--- config.mk ---
export PLATFORM = sky130hd
export DESIGN_NAME = flq_seq
export DESIGN_NICKNAME = d
export VERILOG_FILES = /design/src/rtl/flq_pkg.sv /design/src/rtl/flq_cmd_decode.sv /design/src/rtl/flq_prog_eng.sv /design/src/rtl/flq_erase_eng.sv /design/src/rtl/flq_array.sv /design/src/rtl/flq_seq.sv
export SDC_FILE = /design/constraint.sdc
export NUM_CORES = 2
export LEC_CHECK = 0
export BUFFER_PORTS_ARGS = -buffer_cell sky130_fd_sc_hd__buf_4
export CAP_MARGIN = 20
export CORE_ASPECT_RATIO = 1.75
export CORE_MARGIN = 3
export CORE_UTILIZATION = 40
export CTS_CLUSTER_DIAMETER = 150
export CTS_CLUSTER_SIZE = 14
export DETAILED_ROUTE_END_ITERATION = 16
export PLACE_DENSITY_LB_ADDON = 0.08
export SLEW_MARGIN = 20
export SYNTH_ARGS = -nofsm -noshare
export SYNTH_HDL_FRONTEND = slang
export SYNTH_SLANG_ARGS = --single-unit
--- constraint.sdc ---
create_clock -name clk -period 3.6 [get_ports clk]
set_clock_uncertainty 0.15 [all_clocks]
set_input_delay 0 -clock clk [delete_from_list [all_inputs] [get_ports clk]]
set_output_delay 0 -clock clk [all_outputs]
set_load 0.05 [all_outputs]
--- src/rtl/flq_pkg.sv ---
package flq_pkg;
  typedef enum logic [1:0] {OP_PROG, OP_ERASE, OP_EALL} op_kind_t;

  localparam logic [7:0] OPC_PROG  = 8'h40;
  localparam logic [7:0] OPC_ERASE = 8'h20;
  localparam logic [7:0] OPC_EALL  = 8'hA7;
  localparam logic [7:0] OPC_LOCK  = 8'h60;
  localparam logic [7:0] OPC_CLR   = 8'h50;
  localparam logic [7:0] OPC_CONF  = 8'hD0;
  localparam logic [7:0] OPC_LKSET = 8'h01;
endpackage

--- src/rtl/flq_cmd_decode.sv ---
module flq_cmd_decode
  import flq_pkg::*;
#(
  parameter int BLK_AW  = 4,
  parameter int WORD_AW = 3,
  parameter int DATA_W  = 16,
  localparam int ADDR_W = BLK_AW + WORD_AW
) (
  input  logic               clk,
  input  logic               rst_n,
  input  logic               cmd_valid,
  input  logic [ADDR_W-1:0]  cmd_addr,
  input  logic [DATA_W-1:0]  cmd_data,
  output logic               req_valid,
  output op_kind_t           req_kind,
  output logic [BLK_AW-1:0]  req_blk,
  output logic [WORD_AW-1:0] req_word,
  output logic [DATA_W-1:0]  req_data,
  output logic               lock_set,
  output logic               lock_clr,
  output logic               clr_stat,
  output logic               bad_seq
);
  typedef enum logic [2:0] {D_IDLE, D_PROG, D_ERASE, D_EALL, D_LOCK} dec_st_t;

  dec_st_t st, st_nxt;
  logic [7:0] op;

  assign op       = cmd_data[7:0];
  assign req_blk  = cmd_addr[ADDR_W-1:WORD_AW];
  assign req_word = cmd_addr[WORD_AW-1:0];
  assign req_data = cmd_data;

  always_comb begin
    st_nxt    = st;
    req_valid = 1'b0;
    req_kind  = OP_PROG;
    lock_set  = 1'b0;
    lock_clr  = 1'b0;
    clr_stat  = 1'b0;
    bad_seq   = 1'b0;
    if (cmd_valid) begin
      case (st)
        D_IDLE: begin
          case (op)
            OPC_PROG:  st_nxt = D_PROG;
            OPC_ERASE: st_nxt = D_ERASE;
            OPC_EALL:  st_nxt = D_EALL;
            OPC_LOCK:  st_nxt = D_LOCK;
            OPC_CLR:   clr_stat = 1'b1;
            default:   st_nxt = D_IDLE;
          endcase
        end
        D_PROG: begin
          req_valid = 1'b1;
          req_kind  = OP_PROG;
          st_nxt    = D_IDLE;
        end
        D_ERASE: begin
          if (op == OPC_CONF) begin
            req_valid = 1'b1;
            req_kind  = OP_ERASE;
          end else begin
            bad_seq = 1'b1;
          end
          st_nxt = D_IDLE;
        end
        D_EALL: begin
          if (op == OPC_CONF) begin
            req_valid = 1'b1;
            req_kind  = OP_EALL;
          end else begin
            bad_seq = 1'b1;
          end
          st_nxt = D_IDLE;
        end
        D_LOCK: begin
          if (op == OPC_LKSET)     lock_set = 1'b1;
          else if (op == OPC_CONF) lock_clr = 1'b1;
          else                     bad_seq  = 1'b1;
          st_nxt = D_IDLE;
        end
        default: st_nxt = D_IDLE;
      endcase
    end
  end

  always_ff @(posedge clk) begin
    if (!rst_n) st <= D_IDLE;
    else        st <= st_nxt;
  end
endmodule

--- src/rtl/flq_prog_eng.sv ---
module flq_prog_eng #(
  parameter int BLK_AW      = 4,
  parameter int WORD_AW     = 3,
  parameter int DATA_W      = 16,
  parameter int PROG_CYCLES = 4,
  localparam int CNT_W = $clog2(PROG_CYCLES + 1)
) (
  input  logic               clk,
  input  logic               rst_n,
  input  logic               start,
  input  logic [BLK_AW-1:0]  blk,
  input  logic [WORD_AW-1:0] word,
  input  logic [DATA_W-1:0]  data,
  output logic               busy,
  output logic [BLK_AW-1:0]  cur_blk,
  output logic               wr_en,
  output logic [WORD_AW-1:0] wr_word,
  output logic [DATA_W-1:0]  wr_data
);
  logic [CNT_W-1:0] cnt;

  assign wr_en = busy && (cnt == '0);

  always_ff @(posedge clk) begin
    if (!rst_n) begin
      busy    <= 1'b0;
      cnt     <= '0;
      cur_blk <= '0;
      wr_word <= '0;
      wr_data <= '0;
    end else if (busy) begin
      if (cnt == '0) busy <= 1'b0;
      else           cnt  <= cnt - 1'b1;
    end else if (start) begin
      busy    <= 1'b1;
      cnt     <= CNT_W'(PROG_CYCLES - 1);
      cur_blk <= blk;
      wr_word <= word;
      wr_data <= data;
    end
  end
endmodule

--- src/rtl/flq_erase_eng.sv ---
module flq_erase_eng #(
  parameter int NUM_BLOCKS   = 16,
  parameter int BLK_AW       = 4,
  parameter int ERASE_CYCLES = 12,
  localparam int CNT_W = $clog2(ERASE_CYCLES + 1)
) (
  input  logic                  clk,
  input  logic                  rst_n,
  input  logic                  start,
  input  logic                  all_mode,
  input  logic [BLK_AW-1:0]     blk,
  input  logic [NUM_BLOCKS-1:0] lock,
  input  logic                  prog_busy,
  input  logic [BLK_AW-1:0]     prog_blk,
  output logic                  busy,
  output logic                  running,
  output logic [BLK_AW-1:0]     cur_blk,
  output logic                  wipe_en
);
  typedef enum logic [1:0] {E_IDLE, E_SCAN, E_RUN} er_st_t;
  localparam logic [BLK_AW-1:0] LAST_BLK = BLK_AW'(NUM_BLOCKS - 1);

  er_st_t st;
  logic [CNT_W-1:0] cnt;
  logic sweep;

  assign busy    = (st != E_IDLE);
  assign running = (st == E_RUN);
  assign wipe_en = running && (cnt == '0);

  always_ff @(posedge clk) begin
    if (!rst_n) begin
      st      <= E_IDLE;
      cnt     <= '0;
      cur_blk <= '0;
      sweep   <= 1'b0;
    end else begin
      case (st)
        E_IDLE: if (start) begin
          sweep <= all_mode;
          if (all_mode) begin
            cur_blk <= '0;
            st      <= E_SCAN;
          end else begin
            cur_blk <= blk;
            cnt     <= CNT_W'(ERASE_CYCLES - 1);
            st      <= E_RUN;
          end
        end
        E_SCAN: begin
          if (lock[cur_blk]) begin
            if (cur_blk == LAST_BLK) st <= E_IDLE;
            else                     cur_blk <= cur_blk + 1'b1;
          end else if (!(prog_busy && prog_blk == cur_blk)) begin
            cnt <= CNT_W'(ERASE_CYCLES - 1);
            st  <= E_RUN;
          end
        end
        E_RUN: begin
          if (cnt == '0) begin
            if (sweep && cur_blk != LAST_BLK) begin
              cur_blk <= cur_blk + 1'b1;
              st      <= E_SCAN;
            end else begin
              st <= E_IDLE;
            end
          end else begin
            cnt <= cnt - 1'b1;
          end
        end
        default: st <= E_IDLE;
      endcase
    end
  end
endmodule

--- src/rtl/flq_array.sv ---
module flq_array #(
  parameter int NUM_BLOCKS      = 16,
  parameter int WORDS_PER_BLOCK = 8,
  parameter int DATA_W          = 16,
  localparam int BLK_AW  = $clog2(NUM_BLOCKS),
  localparam int WORD_AW = $clog2(WORDS_PER_BLOCK),
  localparam int ADDR_W  = BLK_AW + WORD_AW
) (
  input  logic               clk,
  input  logic               rst_n,
  input  logic               wr_en,
  input  logic [BLK_AW-1:0]  wr_blk,
  input  logic [WORD_AW-1:0] wr_word,
  input  logic [DATA_W-1:0]  wr_data,
  input  logic               wipe_en,
  input  logic [BLK_AW-1:0]  wipe_blk,
  input  logic [ADDR_W-1:0]  rd_addr,
  output logic [DATA_W-1:0]  rd_data
);
  logic [DATA_W-1:0] blk_rd [NUM_BLOCKS];
  logic [WORD_AW-1:0] rd_word;
  logic [BLK_AW-1:0]  rd_blk;

  assign rd_word = rd_addr[WORD_AW-1:0];
  assign rd_blk  = rd_addr[ADDR_W-1:WORD_AW];

  for (genvar b = 0; b < NUM_BLOCKS; b++) begin : g_blk
    logic [DATA_W-1:0] words [WORDS_PER_BLOCK];
    always_ff @(posedge clk) begin
      if (!rst_n || (wipe_en && wipe_blk == BLK_AW'(b))) begin
        for (int w = 0; w < WORDS_PER_BLOCK; w++) words[w] <= '1;
      end else if (wr_en && wr_blk == BLK_AW'(b)) begin
        words[wr_word] <= words[wr_word] & wr_data;
      end
    end
    assign blk_rd[b] = words[rd_word];
  end

  assign rd_data = blk_rd[rd_blk];
endmodule

--- src/rtl/flq_seq.sv ---
module flq_seq
  import flq_pkg::*;
#(
  parameter int NUM_BLOCKS      = 16,
  parameter int WORDS_PER_BLOCK = 8,
  parameter int DATA_W          = 16,
  parameter int PROG_CYCLES     = 4,
  parameter int ERASE_CYCLES    = 12,
  localparam int BLK_AW  = $clog2(NUM_BLOCKS),
  localparam int WORD_AW = $clog2(WORDS_PER_BLOCK),
  localparam int ADDR_W  = BLK_AW + WORD_AW
) (
  input  logic                  clk,
  input  logic                  rst_n,
  input  logic                  cmd_valid,
  output logic                  cmd_ready,
  input  logic [ADDR_W-1:0]     cmd_addr,
  input  logic [DATA_W-1:0]     cmd_data,
  input  logic                  wr_protect,
  input  logic [ADDR_W-1:0]     rd_addr,
  output logic [DATA_W-1:0]     rd_data,
  output logic                  busy_n,
  output logic [7:0]            csr,
  output logic [7:0]            gsr,
  output logic [NUM_BLOCKS-1:0] blk_lock,
  output logic [NUM_BLOCKS-1:0] blk_fail,
  output logic [NUM_BLOCKS-1:0] blk_busy
);
  logic               req_valid, lock_set, lock_clr, clr_stat, bad_seq;
  op_kind_t           req_kind;
  logic [BLK_AW-1:0]  req_blk;
  logic [WORD_AW-1:0] req_word;
  logic [DATA_W-1:0]  req_data;

  logic               pend_v;
  op_kind_t           pend_kind;
  logic [BLK_AW-1:0]  pend_blk;
  logic [WORD_AW-1:0] pend_word;
  logic [DATA_W-1:0]  pend_data;

  logic               prog_busy, prog_wr;
  logic [BLK_AW-1:0]  prog_blk;
  logic [WORD_AW-1:0] prog_word;
  logic [DATA_W-1:0]  prog_data;
  logic               erase_busy, erase_run, erase_wipe;
  logic [BLK_AW-1:0]  erase_blk;

  logic refuse, take, overflow, go_prog, go_erase, busy;
  logic seq_err, prog_fail, erase_fail;

  flq_cmd_decode #(.BLK_AW(BLK_AW), .WORD_AW(WORD_AW), .DATA_W(DATA_W)) u_dec (
    .clk(clk), .rst_n(rst_n), .cmd_valid(cmd_valid), .cmd_addr(cmd_addr),
    .cmd_data(cmd_data), .req_valid(req_valid), .req_kind(req_kind),
    .req_blk(req_blk), .req_word(req_word), .req_data(req_data),
    .lock_set(lock_set), .lock_clr(lock_clr), .clr_stat(clr_stat),
    .bad_seq(bad_seq)
  );

  assign refuse   = req_valid && (req_kind != OP_EALL) && blk_lock[req_blk] && wr_protect;
  assign take     = req_valid && !refuse && !pend_v;
  assign overflow = req_valid && !refuse && pend_v;

  always_comb begin
    go_prog  = 1'b0;
    go_erase = 1'b0;
    if (pend_v) begin
      case (pend_kind)
        OP_PROG:  go_prog  = !prog_busy && !(erase_busy && erase_blk == pend_blk);
        OP_ERASE: go_erase = !erase_busy && !(prog_busy && prog_blk == pend_blk);
        default:  go_erase = !erase_busy;
      endcase
    end
  end

  always_ff @(posedge clk) begin
    if (!rst_n) begin
      pend_v    <= 1'b0;
      pend_kind <= OP_PROG;
      pend_blk  <= '0;
      pend_word <= '0;
      pend_data <= '0;
    end else if (take) begin
      pend_v    <= 1'b1;
      pend_kind <= req_kind;
      pend_blk  <= req_blk;
      pend_word <= req_word;
      pend_data <= req_data;
    end else if (go_prog || go_erase) begin
      pend_v <= 1'b0;
    end
  end

  flq_prog_eng #(.BLK_AW(BLK_AW), .WORD_AW(WORD_AW), .DATA_W(DATA_W),
                 .PROG_CYCLES(PROG_CYCLES)) u_prog (
    .clk(clk), .rst_n(rst_n), .start(go_prog), .blk(pend_blk),
    .word(pend_word), .data(pend_data), .busy(prog_busy), .cur_blk(prog_blk),
    .wr_en(prog_wr), .wr_word(prog_word), .wr_data(prog_data)
  );

  flq_erase_eng #(.NUM_BLOCKS(NUM_BLOCKS), .BLK_AW(BLK_AW),
                  .ERASE_CYCLES(ERASE_CYCLES)) u_erase (
    .clk(clk), .rst_n(rst_n), .start(go_erase), .all_mode(pend_kind == OP_EALL),
    .blk(pend_blk), .lock(blk_lock), .prog_busy(prog_busy), .prog_blk(prog_blk),
    .busy(erase_busy), .running(erase_run), .cur_blk(erase_blk),
    .wipe_en(erase_wipe)
  );

  flq_array #(.NUM_BLOCKS(NUM_BLOCKS), .WORDS_PER_BLOCK(WORDS_PER_BLOCK),
              .DATA_W(DATA_W)) u_array (
    .clk(clk), .rst_n(rst_n), .wr_en(prog_wr), .wr_blk(prog_blk),
    .wr_word(prog_word), .wr_data(prog_data), .wipe_en(erase_wipe),
    .wipe_blk(erase_blk), .rd_addr(rd_addr), .rd_data(rd_data)
  );

  always_ff @(posedge clk) begin
    if (!rst_n) begin
      blk_lock   <= '0;
      blk_fail   <= '0;
      seq_err    <= 1'b0;
      prog_fail  <= 1'b0;
      erase_fail <= 1'b0;
    end else begin
      if (lock_set) blk_lock[req_blk] <= 1'b1;
      if (lock_clr) blk_lock[req_blk] <= 1'b0;
      if (clr_stat) begin
        blk_fail   <= '0;
        seq_err    <= 1'b0;
        prog_fail  <= 1'b0;
        erase_fail <= 1'b0;
      end else begin
        if (overflow || bad_seq) seq_err <= 1'b1;
        if (refuse) begin
          blk_fail[req_blk] <= 1'b1;
          if (req_kind == OP_PROG) prog_fail  <= 1'b1;
          else                     erase_fail <= 1'b1;
        end
      end
    end
  end

  always_comb begin
    blk_busy = '0;
    if (prog_busy) blk_busy[prog_blk]  = 1'b1;
    if (erase_run) blk_busy[erase_blk] = 1'b1;
  end

  assign busy      = pend_v || prog_busy || erase_busy;
  assign busy_n    = !busy;
  assign cmd_ready = 1'b1;
  assign csr = {!busy, 1'b0, erase_fail, prog_fail, seq_err, 3'b000};
  assign gsr = {!busy, 3'b000, pend_v, erase_busy, prog_busy, seq_err};
endmodule

==> results.json <==
{
  "status": "finished, violations left",
  "failed_checks": "setup timing",
  "crit_fanout": 2,
  "dr.pass1.iters": 8,
  "netlist_area_um2": 108600,
  "grt_max_degree": 72,
  "grt_pass1_wl_mm": 591.4,
  "maxCapViolCount": 0,
  "cts_max_path_buffers": 4,
  "multiInputGateArea_um2": 43870,
  "dieHeight_um": 695.4,
  "antenna_found_initial": 20,
  "track_usage_pct": 30.37,
  "nFillCells": 23750,
  "power.density_nw_per_um2": 384.8,
  "wl_mm": 423.9,
  "slew_violations": 0,
  "hold_path.class": "primary input to register",
  "leakagePower_nw": 29.66,
  "port_buffers": 107,
  "endpoint_kind": "output port",
  "avgSynthCellArea_um2": 14.46,
  "syn_to_final_growth_pct": 15.62,
  "synth_top_area_cell": "edfxtp_1",
  "initial_core_util_pct": 40.30,
  "cts_max_level": 4,
  "nNetsFinal": 8042,
  "cts_root_buffer": "clkbuf_16",
  "fin_crit_ns": 3.656,
  "place_hpwl_mm": 292.4,
  "overflow": 0,
  "core_area_um2": 269600,
  "drt-initial-drc-count": 7364,
  "power_w": 0.04834,
  "ir_worst_vdd_uv": 424.2,
  "grt_pass1_vias": 75320,
  "post-synth-top-count-cell": "nand2_1",
  "hold_viol_final": 0,
  "fmax_mhz": 273.5,
  "wl_per_cell_um": 36.58,
  "place_area_um2": 119300,
  "cts_setup_buffers": 0,
  "yosys_register_bits": 2153,
  "via_count": 72370,
  "cts_buffers": 179,
  "yosys.area.top_type_share_pct": 56.60,
  "setup_viol": 3,
  "critPathMaxStageDelay_ns": 0.57,
  "slew_headroom_pct": 22.89,
  "viasPerCell": 6.244,
  "synth_commonest_cells": "nand2_1 (2,365), edfxtp_1 (2,048), mux4_2 (1,033)",
  "io_pins": 116,
  "synthCells": 7512,
  "crit_type": "register to output port",
  "clock-sinks": 2153,
  "drive_gt1_share_pct": 31.85,
  "path_common_cell": "buf_4",
  "rsz0062_at_grt": "true",
  "fin_crit_sh_pct": 101.5,
  "ant_nets": 0,
  "crit_arrival_ns": 3.51,
  "num_rows": 252,
  "synth_area_leaders": "edfxtp_1 (57%), mux4_2 (21%), nand2_1 (8.2%), mux2_2 (3.0%), dfxtp_1 (1.9%)",
  "clk_latency_ns": 0.88,
  "synth-edff-count": 2048,
  "yosys_warnings": 0,
  "synth_ff_type": "edfxtp_1",
  "worstMarginPinSlew_ns": 1.124,
  "slowest_stage": "mux2i_2",
  "cts_tree": "built",
  "yosysSeqAreaShare_pct": 58.54,
  "final_cell_area_um2": 125600,
  "cp.required_ns": 3.45,
  "ys_async_sr_fraction_pct": 0,
  "final.setup.worst_slack_ns": -0.05570,
  "pre_cts_slack_ns": -0.1705,
  "regArea_um2": 63630,
  "gp_congestion": 0.9275,
  "final_util_pct": 46.60,
  "clk_pin_slew_ns": 0.07,
  "die_w_um": 400.0,
  "critPathLaunchType": "register",
  "synth_cell_type_count": 65,
  "drc": 0,
  "crit_chain": "mux4_2, mux2i_2, a221oi_1, buf_4, o211ai_1, a2111oi_2, buf_2, buf_4",
  "die-area_um2": 278200
}
## routing by layer
layer | global-route usage [%] | wire length, um | up-vias
li1 | - | - | 29820
met1 | 34.35 | 145600 | 38410
met3 | 4.624 | 26150 | 926
met5 | 0 | 114 | -
met2 | 52.55 | 217500 | 3200
met4 | 21.00 | 34570 | 18
## final timing paths
check	start	to	slack, ns	cells past startpoint
max	u_array.g_blk[3].words[7][10]	rd_data[10]	-0.06	8
min	cmd_valid	erase_fail	0.04	4
max reg2reg	u_erase.cnt[0]	u_array.g_blk[15].words[1][2]	0.40	8
min reg2reg	u_prog.wr_data[13]	u_prog.wr_data[13]	0.33	2
## power breakdown
group | switching [W] | internal, W
combinational | 0.00201 | 0.000914
clock | 0.00917 | 0.00891
sequential | 0.0000282 | 0.0273
total | 0.0112 | 0.0371
## worst max-delay path: cells and delay by family, from the launching register on
family | cells | cell delay, ns
buffers and inverters | 3 | 0.65
AOI/OAI and AO/OA | 3 | 0.49
DFF | 1 | 0.38
muxes | 2 | 1.10
## final cells by class
type                            instances  share of cell area [%]
Timing Repair Buffer                  890                   7.108
Inverter                               17                 0.05180
Multi-Input combinational cell       4756                   34.93
Clock buffer                          195                   3.631
Tap cell                             3556                   3.542
Antenna cell                           16                 0.03187
Sequential cell                      2153                   50.66
Clock inverter                          7                 0.05180
## state kept, by name, summed over array words and instances (netlist names), 3 cells and up, named ones only
signal,flops
u_prog.cur_blk,4
u_erase.cnt,4
blk_fail,16
pend_data,16
blk_lock,16
pend_blk,4
u_array.g_blk.words,2048
u_erase.cur_blk,4
u_dec.st,3
pend_word,3
u_prog.wr_data,16
u_prog.cnt,3
u_prog.wr_word,3
## layout by cell type (no fill, tap or decap), types with 86 or more instances in the layout
cell type,instances
dlygate4sd3_1,102
mux2i_1,163
mux4_2,1033
nor2_1,201
clkbuf_16,180
buf_12,154
buf_4,622
edfxtp_1,2048
mux2_2,287
dfxtp_1,86
nand2_1,2364
o21ai_2,127
## stage by stage
step | hold WS, ns | instances | TNS [ns]
global placement | 0.1074 | 11270 | -1.744
floorplan | -0.01007 | 7518 | 0
finish | 0.04146 | 11590 | -0.1257
detailed placement | 0.1156 | 11270 | -0.2772
global route | 0.05656 | 11580 | -0.2652
CTS | 0.005878 | 11580 | -0.0007723
## logic make-up (layout without fill, tap and decap cells)
logic type	after synthesis	in the layout	share of synthesized area, %
flip-flops	2153	2153	58.54
adder cells (fa/ha/maj)	11	11	0.1267
XOR/XNOR	14	14	0.1129
AND/OR/NAND/NOR	2719	2719	9.706
other	2	24	0.006912
multiplexers	1511	1511	26.16
buffers and inverters	609	1109	2.263
AO/OA/AOI/OAI	493	493	3.082
## what timing repair did
| item | in CTS | in global routing |
|---|---|---|
| hold buffers | 102 | 0 |
| setup endpoints to repair | 15 | 16 |
| pin swaps | 6 | 10 |
| endpoints found under the hold margin | 103 | 0 |
| gates resized for setup | 73 | 42 |
No activity file was read; power rests on OpenSTA's default activity.
